<file path="src/rtl/cct_pkg.sv">
package cct_pkg;

  typedef enum logic [1:0] {
    EDGE_RISE = 2'b00,
    EDGE_FALL = 2'b01,
    EDGE_BOTH = 2'b10,
    EDGE_OFF  = 2'b11
  } edge_mode_e;

  // run is bit 0, clr_on_m1 bit 1, edge_mode bits 3:2, clk_sel bits 7:4
  typedef struct packed {
    logic [3:0] clk_sel;
    edge_mode_e edge_mode;
    logic       clr_on_m1;
    logic       run;
  } ctrl_t;

  localparam logic [3:0] SEL_EXT = 4'd7;

  localparam logic [2:0] ADR_CTRL  = 3'd0;
  localparam logic [2:0] ADR_CMP0  = 3'd1;
  localparam logic [2:0] ADR_CMP1  = 3'd2;
  localparam logic [2:0] ADR_CAPT  = 3'd3;
  localparam logic [2:0] ADR_COUNT = 3'd4;

  function automatic logic edge_qualify(edge_mode_e m, logic cur, logic prev);
    case (m)
      EDGE_RISE: return cur & ~prev;
      EDGE_FALL: return ~cur & prev;
      EDGE_BOTH: return cur ^ prev;
      default:   return 1'b0;
    endcase
  endfunction

endpackage

</file>
<file path="src/rtl/cct_prescaler.sv">
module cct_prescaler #(
  parameter int TAPS = 6
) (
  input  logic            clk,
  input  logic            rst_n,
  output logic [TAPS-1:0] tap_pulse
);
  logic [TAPS-1:0] div_q;

  always_ff @(posedge clk or negedge rst_n) begin
    if (!rst_n) div_q <= '0;
    else        div_q <= div_q + 1'b1;
  end

  // tap k fires once every 2^(k+1) cycles
  for (genvar k = 0; k < TAPS; k++) begin : g_tap
    assign tap_pulse[k] = &div_q[k:0];
  end
endmodule

</file>
<file path="src/rtl/cct_edge_det.sv">
module cct_edge_det
  import cct_pkg::*;
(
  input  logic       clk,
  input  logic       rst_n,
  input  logic       pin,
  input  edge_mode_e mode,
  output logic       edge_pulse
);
  logic sync1_q, sync2_q, prev_q;

  always_ff @(posedge clk or negedge rst_n) begin
    if (!rst_n) begin
      sync1_q <= 1'b0;
      sync2_q <= 1'b0;
      prev_q  <= 1'b0;
    end else begin
      sync1_q <= pin;
      sync2_q <= sync1_q;
      prev_q  <= sync2_q;
    end
  end

  assign edge_pulse = edge_qualify(mode, sync2_q, prev_q);
endmodule

</file>
<file path="src/rtl/cct_counter.sv">
module cct_counter #(
  parameter int W = 16
) (
  input  logic         clk,
  input  logic         rst_n,
  input  logic         run,
  input  logic         tick,
  input  logic         clr_on_m1,
  input  logic [W-1:0] cmp0,
  input  logic [W-1:0] cmp1,
  output logic [W-1:0] count,
  output logic         irq0,
  output logic         irq1
);
  function automatic logic [W-1:0] step(logic [W-1:0] cur, logic [W-1:0] lim,
                                        logic clr);
    return (clr && cur == lim) ? '0 : cur + 1'b1;
  endfunction

  logic         advance;
  logic [W-1:0] count_nx;

  assign advance  = run && tick;
  assign count_nx = step(count, cmp1, clr_on_m1);

  always_ff @(posedge clk or negedge rst_n) begin
    if (!rst_n) begin
      count <= '0;
      irq0  <= 1'b0;
      irq1  <= 1'b0;
    end else begin
      irq0 <= advance && (count_nx == cmp0);
      irq1 <= advance && (count_nx == cmp1);
      if (advance) count <= count_nx;
    end
  end
endmodule

</file>
<file path="src/rtl/cct_timer.sv">
module cct_timer
  import cct_pkg::*;
#(
  parameter int W    = 16,
  parameter int TAPS = 6
) (
  input  logic         clk,
  input  logic         rst_n,
  input  logic [2:0]   reg_addr,
  input  logic         reg_wr,
  input  logic         reg_rd,
  input  logic [W-1:0] reg_wdata,
  output logic [W-1:0] reg_rdata,
  input  logic         ext_pin,
  output logic         irq_cmp0,
  output logic         irq_cmp1,
  output logic         irq_ext
);
  localparam int CTRL_W = $bits(ctrl_t);

  ctrl_t           ctrl_q;
  logic [W-1:0]    cmp0_q, cmp1_q, capt_q, count;
  logic [TAPS-1:0] taps;
  logic            ext_edge, tick, cap_strobe;

  cct_prescaler #(.TAPS(TAPS)) u_pre (
    .clk(clk), .rst_n(rst_n), .tap_pulse(taps));

  cct_edge_det u_edge (
    .clk(clk), .rst_n(rst_n), .pin(ext_pin),
    .mode(ctrl_q.edge_mode), .edge_pulse(ext_edge));

  assign cap_strobe = ext_edge;

  always_comb begin
    tick = 1'b0;
    for (int k = 0; k < TAPS; k++)
      if (ctrl_q.clk_sel == 4'(k)) tick = taps[k];
    if (ctrl_q.clk_sel == SEL_EXT) tick = ext_edge;
  end

  cct_counter #(.W(W)) u_cnt (
    .clk(clk), .rst_n(rst_n), .run(ctrl_q.run), .tick(tick),
    .clr_on_m1(ctrl_q.clr_on_m1), .cmp0(cmp0_q), .cmp1(cmp1_q),
    .count(count), .irq0(irq_cmp0), .irq1(irq_cmp1));

  always_ff @(posedge clk or negedge rst_n) begin
    if (!rst_n) begin
      ctrl_q <= '0;
      cmp0_q <= '0;
      cmp1_q <= '0;
    end else if (reg_wr) begin
      case (reg_addr)
        ADR_CTRL: ctrl_q <= ctrl_t'(reg_wdata[CTRL_W-1:0]);
        ADR_CMP0: cmp0_q <= reg_wdata;
        ADR_CMP1: cmp1_q <= reg_wdata;
        default:  ;
      endcase
    end
  end

  always_ff @(posedge clk or negedge rst_n) begin
    if (!rst_n) begin
      capt_q  <= '0;
      irq_ext <= 1'b0;
    end else begin
      irq_ext <= ext_edge;
      if (cap_strobe) capt_q <= count;
    end
  end

  always_ff @(posedge clk or negedge rst_n) begin
    if (!rst_n) reg_rdata <= '0;
    else if (reg_rd) begin
      case (reg_addr)
        ADR_CTRL:  reg_rdata <= W'(ctrl_q);
        ADR_CMP0:  reg_rdata <= cmp0_q;
        ADR_CMP1:  reg_rdata <= cmp1_q;
        ADR_CAPT:  reg_rdata <= capt_q;
        ADR_COUNT: reg_rdata <= count;
        default:   reg_rdata <= '0;
      endcase
    end
  end
endmodule

</file>
<file path="config.mk">
export PLATFORM = sky130hd
export DESIGN_NAME = cct_timer
export DESIGN_NICKNAME = d
export VERILOG_FILES = /design/src/rtl/cct_pkg.sv /design/src/rtl/cct_prescaler.sv /design/src/rtl/cct_edge_det.sv /design/src/rtl/cct_counter.sv /design/src/rtl/cct_timer.sv
export SDC_FILE = /design/constraint.sdc
export NUM_CORES = 1
export LEC_CHECK = 0
export ABC_AREA = 1
export BUFFER_PORTS_ARGS = -buffer_cell sky130_fd_sc_hd__buf_2
export CORE_MARGIN = 5
export CORE_UTILIZATION = 26
export CTS_CLUSTER_SIZE = 12
export DETAILED_ROUTE_END_ITERATION = 8
export PLACE_DENSITY = 0.46
export RECOVER_POWER = 25
export SYNTH_ARGS = -nofsm -noshare
export SYNTH_HDL_FRONTEND = slang
export SYNTH_SLANG_ARGS = --single-unit
</file>
<file path="constraint.sdc">
create_clock -name clk -period 2.4 [get_ports clk]
set_input_delay 0 -clock clk [delete_from_list [all_inputs] [get_ports clk]]
set_output_delay 0 -clock clk [all_outputs]
set_load 0.01 [all_outputs]
</file>
==> metrics.md, run 1 <==
| Metric | Value |
|---|---|
| Layout cells sized above 1 | `15.0%` |
| Detailed-route via count | `4763` |
| Synthesized Nets | `761` |
| Final Hold Fails | `0` |
| Final worst path period share | `between 90% and 100%` |
| Vias per cell | `4.43` |
| Clk slew on worst S/H paths | `0.07 ns` |
| Commonest cells after routing, fill and taps aside | `nand2_1 (265), dfrtp_1 (100), o21ai_0 (92)` |
| Post-synthesis cell type count | `35` |
| Yosys reg bits | `100` |
| Die span in y | `between 150 and 200 um` |
| Layout Utilization | `31.3%` |
| R2R cell count | `12` |
| Worst hold path depth | `2` |
| Hold Crit Class | `in -> reg` |
| Worst skew pair latency | `0.35 ns` |
| Sequential share of the synthesized area | `45.5%` |
| Net Sw Frac | `34.2%` |
| Max Fclk | `461 MHz` |
| Core Box Area | `0.0210 mm2` |
| Combinational power share | `23.5%` |
| Flop pwr share | `a little under half` |
| Chip Width | `156 um` |
| CP cell instances | `inv_2 > nand2_1 > nand2_1 > nor2_1 > nand2_1 > nor2_2 > nand3_4 > buf_4 > nand2_1 > xor2_1 > nand4_1 > nor2_1` |
| CTS tree | `yes` |
| FFs w/ async S/R, synth | `100%` |
| Final setup fails | `0` |
| Drt pass-1 iters | `5` |
| Clk_skew | `around 0.0057 ns` |
| Critical path's largest stage delay | `0.44 ns` |
| Post-Route WL | `16000 um` |
| Fin crit period | `2.17 ns` |
| Clk buf depth | `2` |
| Antenna diodes | `0` |
| Final slew viol count | `0` |
| Power Total | `4.70 mW` |
| P_sw | `1.61 mW` |
| Largest net degree at the start of global routing | `50` |
| Unrepaired setup endpoints after global routing | `no` |
| Most frequent cell on the critical path | `nand2_1` |
| CP max-delay cell | `dfrtp_1` |
| Power Density | `717 mW/mm2` |
| Status | `finished, final reports clean` |
| Die area | `0.0242 mm2` |
| Placement Setup Slack | `0.203 ns` |
| Mapped Cells | `731` |
| Tot GR Track Use | `13.7%` |
| Wirelength per Cell | `14.9 um` |
| Worst-Margin Slew | `1.29 ns` |
| Core Rows | `53` |
| Slew headroom | `between 10 and 15%` |
| CP endpoint kind | `flop` |
| Mapped Avg Cell Area | `7.53 um2` |
| First-pass GRT wire length | `25800 um` |
| Starting Density | `26.3%` |
| Number of synthesized flops with an enable pin | `0` |
| Clock root buffer | `clkbuf_16` |
| Final HPWL DP | `11800 um` |
| Antenna Nets Post-Route | `0` |
| Startpoint types | `flop` |
| CTS buffer count | `9` |
| WP data arrival | `2.46 ns` |
| Peak VDD IR | `0.320 mV` |
| Drt drc | `0` |
| Starting DRT DRC Count | `roughly 250` |
| I/O pins | `43` |
| CP delay by family, top | `simple AND/OR/NAND/NOR gates` |
| TNS Setup | `0 ns` |
| Htree depth | `3` |
| CTS Sinks | `100` |
| Max-cap violations | `0` |
| Top FF cell, synth | `dfrtp_1` |
| CP Depth | `12` |
| Vias in the first global route | `4579` |
| Synthesized cell area | `0.00551 mm2` |
| CP required | `~2.7 ns` |
| Internal | `3.09 mW` |
| Fin nets | `826` |
| GP Congestion | `0.891` |
| Final WS setup | `0.232 ns` |
| Clock Power Share | `between 30% and 40%` |
| Lkg Pwr | `3.16 nW` |
| Crit path max fanout | `12` |
| Initial antenna violation count | `0` |
| # port buffers | `42` |
| Area grow syn2layout | `19.0%` |
| Setup CP Type | `reg -> reg` |
| Most common cell after layout, fill and taps aside | `nand2_1` |
| WP buf/inv | `2` |
| Congestion Overflow GR | `0` |
| Synth warn | `0` |
## power groups by stage
| stage | Clock (mW) | Combinational (mW) | Sequential (mW) |
|---|---|---|---|
| after floorplan | 0 | 0.738 | 2.12 |
| after global placement | 0 | 1.10 | 2.19 |
| after detailed placement | 0 | 1.10 | 2.19 |
| after CTS | 1.47 | 1.13 | 2.17 |
| after global routing | 1.55 | 1.28 | 2.20 |
| final | 1.43 | 1.10 | 2.16 |
## worst register-to-register path, cell delays in order (launching register included)
cell and delay [ns]:
dfrtp_1 0.44, inv_2 0.06, nand2_1 0.08, nand2_1 0.06
nor2_1 0.23, nand2_1 0.10, nor2_2 0.13, nand3_4 0.16
buf_4 0.23, nand2_1 0.12, xor2_1 0.21, nand4_1 0.17
nor2_1 0.12
## layer usage
layer	up-vias	GRT usage [%]	share of wire (%)
met5	-	0	0
met4	0	4.75	1.8
met3	14	1.45	2.6
met2	79	22.0	47
met1	2212	19.4	49
li1	2458	-	-
## synth_stat cells, types with 2 or more instances
cell       count  area [um2]
nor2_1        43         161
ha_1           6        75.1
nand3b_1      12        90.1
buf_6          4        45.0
nand3_1       34         170
nor2_2         4        25.0
o21ai_1        3        15.0
nand2_2        5        31.3
xor2_1        11        96.3
dfrtp_1      100        2500
o2111ai_1     10        87.6
clkbuf_1      17        63.8
nand2_1      265         995
buf_2          3        15.0
inv_1         67         251
nand4_1        3        18.8
a21oi_1        3        15.0
o21ai_0       92         460
nand3_2        2        20.0
xnor2_1        2        17.5
a21boi_1       3        22.5
mux2_2        10         113
nor3_2         3        30.0
a22oi_1        2        15.0
clkinv_1       2        7.51
inv_2         13        48.8
nor3_1         4        20.0
## kinds of logic (layout without fill, tap and decap cells)
group,count (synthesis),after routing,synth area share (%)
compound gates,114,114,11.3
xor+xnor,14,14,2.36
fa+ha+maj,6,6,1.36
buf+inv,107,177,7.98
flops,100,100,45.5
mux,10,10,2.05
simple gates,380,380,29.5
## repair_timing
action                     CTS  global route
hold buffers                18             0
setup endpoints to repair    0             5
setup buffers                0             0
hold endpoints to repair    87             0
resized for setup            0             1
## area by class of cell
| cell class | instances | area (um2) |
|---|---|---|
| fill | 2338 | 14400 |
| multi-input combinational | 524 | 2570 |
| sequential | 100 | 2500 |
| timing repair buffer | 79 | 531 |
| tap | 275 | 344 |
| inverter | 82 | 308 |
| clock buffer | 12 | 256 |
| clock inverter | 4 | 32.5 |
## sequential cells by signal, summed over array words and instances (netlist names)
register and count:
capt_q 16, cmp0_q 16, cmp1_q 16, ctrl_q 8, irq_ext 1, reg_rdata 16, u_cnt.count 16, u_cnt.irq0 1
u_cnt.irq1 1, u_edge.prev_q 1, u_edge.sync1_q 1, u_edge.sync2_q 1, u_pre.div_q 6
## final timing paths
kind / start / end / slack [ns]
min reg2reg: u_edge.sync1_q / u_edge.sync2_q / 0.35
min: reg_rd / reg_rdata[2] / 0.21
max: u_cnt.count[5] / u_cnt.irq1 / 0.23
min in group asynchronous: rst_n / u_pre.div_q[3] / 0.46
max reg2reg: u_cnt.count[5] / u_cnt.irq1 / 0.23
max in group asynchronous: rst_n / reg_rdata[11] / 0.91
## metrics by stage
step,area [um2],hold slack [ns],instances
CTS,6550,0.217,1076
finish,6550,0.208,1076
floorplan,5510,-0.296,731
global route,6550,0.231,1076
detailed placement,6080,0.0836,1042
global placement,6080,0.0814,1042
(Power assumes the default switching activity.)
==> run 2, diff against run 1 <==
Settings changed: CORE_ASPECT_RATIO set to 0.8.
==> run 2 against run 1 <==
Die area about the same. Register-to-register slack hardly changed. Sequential share of layout area hardly changed. Sequential power about the same. Critical endpoint unchanged. Flip-flop and latch count unchanged. Wire length rose by 3.3%. Global-route usage hardly changed. Highest routed layer unchanged. First-iteration DRC count up 77%. Power fell by 0.21%. Maximum frequency rose by 0.20%. Via count grew 1.4%.
==> metrics.md, run 2 (synthesis results as in run 1) <==
| Metric | Value |
|---|---|
| WP data arrival | `2.44 ns` |
| CTS Sinks | `100` |
| Fin crit period | `2.16 ns` |
| Setup CP Type | `reg -> reg` |
| Post-Route WL | `16600 um` |
| Clk_skew | `0.0138 ns` |
| CTS tree | `yes` |
| Drt pass-1 iters | `7` |
| Unrepaired setup endpoints after global routing | `no` |
| Largest net degree at the start of global routing | `44` |
| R2R cell count | `14` |
| Initial antenna violation count | `0` |
| Commonest cells after routing, fill and taps aside | `nand2_1 (264), dfrtp_1 (96), o21ai_0 (92)` |
| Antenna Nets Post-Route | `0` |
| Antenna diodes | `0` |
| Placed insts | `1039` |
| Hold Crit Class | `in -> reg` |
| Final HPWL DP | `between 10000 and 15000 um` |
| CP cell instances | `inv_1 > nand2_1 > nand4_1 > nor2_2 > nand3_4 > buf_4 > nand2_2 > nand2_1 > nand2_1 > nor2_1 > nand2_1 > nor2_1 > nand2_1 > nor2_1` |
| Worst hold slack | `0.190 ns` |
| Most common cell after layout, fill and taps aside | `nand2_1` |
| Congestion Overflow GR | `0` |
| Vias per cell | `4.50` |
| FF-to-FF Start | `u_cnt.count[8]` |
| Startpoint types | `flop` |
| Final Hold Fails | `0` |
| Lkg Pwr | `approximately 3.2 nW` |
| Post-Layout Cell Count | `between 1000 and 1500` |
| Most frequent cell on the critical path | `nand2_1` |
| Clk slew on worst S/H paths | `approximately 0.080 ns` |
| Worst hold path depth | `4` |
| Clk buf depth | `2` |
| Power Total | `4.69 mW` |
| Layout cells sized above 1 | `about 16%` |
| Starting Density | `about a quarter` |
| CTS buffer count | `9` |
| Starting DRT DRC Count | `about 450` |
| Vias in the first global route | `4468` |
| Power Density | `715 mW/mm2` |
| TNS Setup | `0 ns` |
| Max-cap violations | `0` |
| Critical path's largest stage delay | `0.46 ns` |
| Peak VDD IR | `0.379 mV` |
| CP endpoint kind | `flop` |
| Hold path start | `reg_wr` |
| CP delay by family, top | `simple AND/OR/NAND/NOR gates` |
| CP max-delay cell | `dfrtp_1` |
| Chip Width | `173 um` |
| Final slew viol count | `0` |
| Max Fclk | `462 MHz` |
| Status | `finished, final reports clean` |
| Area grow syn2layout | `19.1%` |
| Final setup fails | `0` |
| Final worst path period share | `about nine tenths` |
| Wirelength per Cell | `approximately 15 um` |
| First-pass GRT wire length | `roughly 26000 um` |
| Core Rows | `47` |
| Clock root buffer | `clkbuf_16` |
| # port buffers | `42` |
| Flop-to-flop setup slack | `0.24 ns` |
| Htree depth | `3` |
| Post-CTS Repair Setup Buffers | `0` |
| Slew headroom | `between 20% and 30%` |
| End of the worst register-to-register path | `u_cnt.irq1` |
| Tot GR Track Use | `13.7%` |
| Detailed-route via count | `4829` |
| I/O pins | `43` |
| Worst-Margin Slew | `1.18 ns` |
| GP Congestion | `0.867` |
| Crit path max fanout | `17` |
| Drt drc | `0` |
| Fin nets | `829` |
| Hold endpoint | `cmp0_q[7]` |
| Core Box Area | `0.0208 mm2` |
| Worst skew pair latency | `0.36 ns` |
| Die area | `~0.024 mm2` |
| WP buf/inv | `2` |
| Die span in y | `140 um` |
| Layout Utilization | `31.6%` |
| CP required | `2.68 ns` |
run 2: how the worst max path moves through the flow:
stage / from / end / slack [ns] / cells after the start
finish: u_cnt.count[8] / u_cnt.irq1 / 0.24 / 14
global route: u_pre.div_q[0] / u_cnt.irq1 / 0.003 / 16
CTS: u_pre.div_q[0] / u_cnt.count[5] / 0.08 / 14
detailed placement: u_pre.div_q[0] / u_cnt.count[10] / 0.1 / 14
global placement: u_pre.div_q[0] / u_cnt.irq1 / 0.20 / 16
floorplan: u_pre.div_q[0] / u_cnt.count[6] / 0.60 / 14
run 2: layer usage:
layer / routed length, um / up-vias / global-route usage, %
met2: 6770 / 106 / 19.4
met1: 9000 / 2246 / 21.6
li1: - / 2466 / -
met4: 163 / 0 / 2.94
met5: 0 / - / 0
met3: 622 / 11 / 2.48
run 2: worst reg2reg max path, stage by stage (launching register included):
cell and delay (ns):
dfrtp_1 0.46, inv_1 0.24, nand2_1 0.09, nand4_1 0.10, nor2_2 0.07, nand3_4 0.08, buf_4 0.24, nand2_2 0.14
nand2_1 0.10, nand2_1 0.05, nor2_1 0.13, nand2_1 0.08, nor2_1 0.13, nand2_1 0.06, nor2_1 0.11
run 2: layout make-up:
class                   count  area [um2]
clock buffers              10         229
well taps                 269         337
repair buffers             82         559
clock inverters             5        37.5
fillers                  2236       14200
multi-input cells         524        2580
inverters                  82         308
flip-flops and latches    100        2510
run 2: power breakdown:
part | switching (mW) | internal (mW)
sequential | 0.267 | 1.91
combinational | 0.689 | 0.432
clock | 0.690 | 0.703
total | 1.65 | 3.04
run 2: metrics by stage:
step	worst slack [ns]	area, um2
floorplan	0.596	5510
global placement	0.199	6110
detailed placement	0.0992	6110
CTS	0.0792	6560
global route	0.00289	6560
finish	0.236	6560
run 2: repair_timing:
action / CTS / global route
setup endpoints to repair: 0 / 17
endpoints found under the hold margin: 81 / 0
resized for setup: 0 / 7
hold buffers: 18 / 0
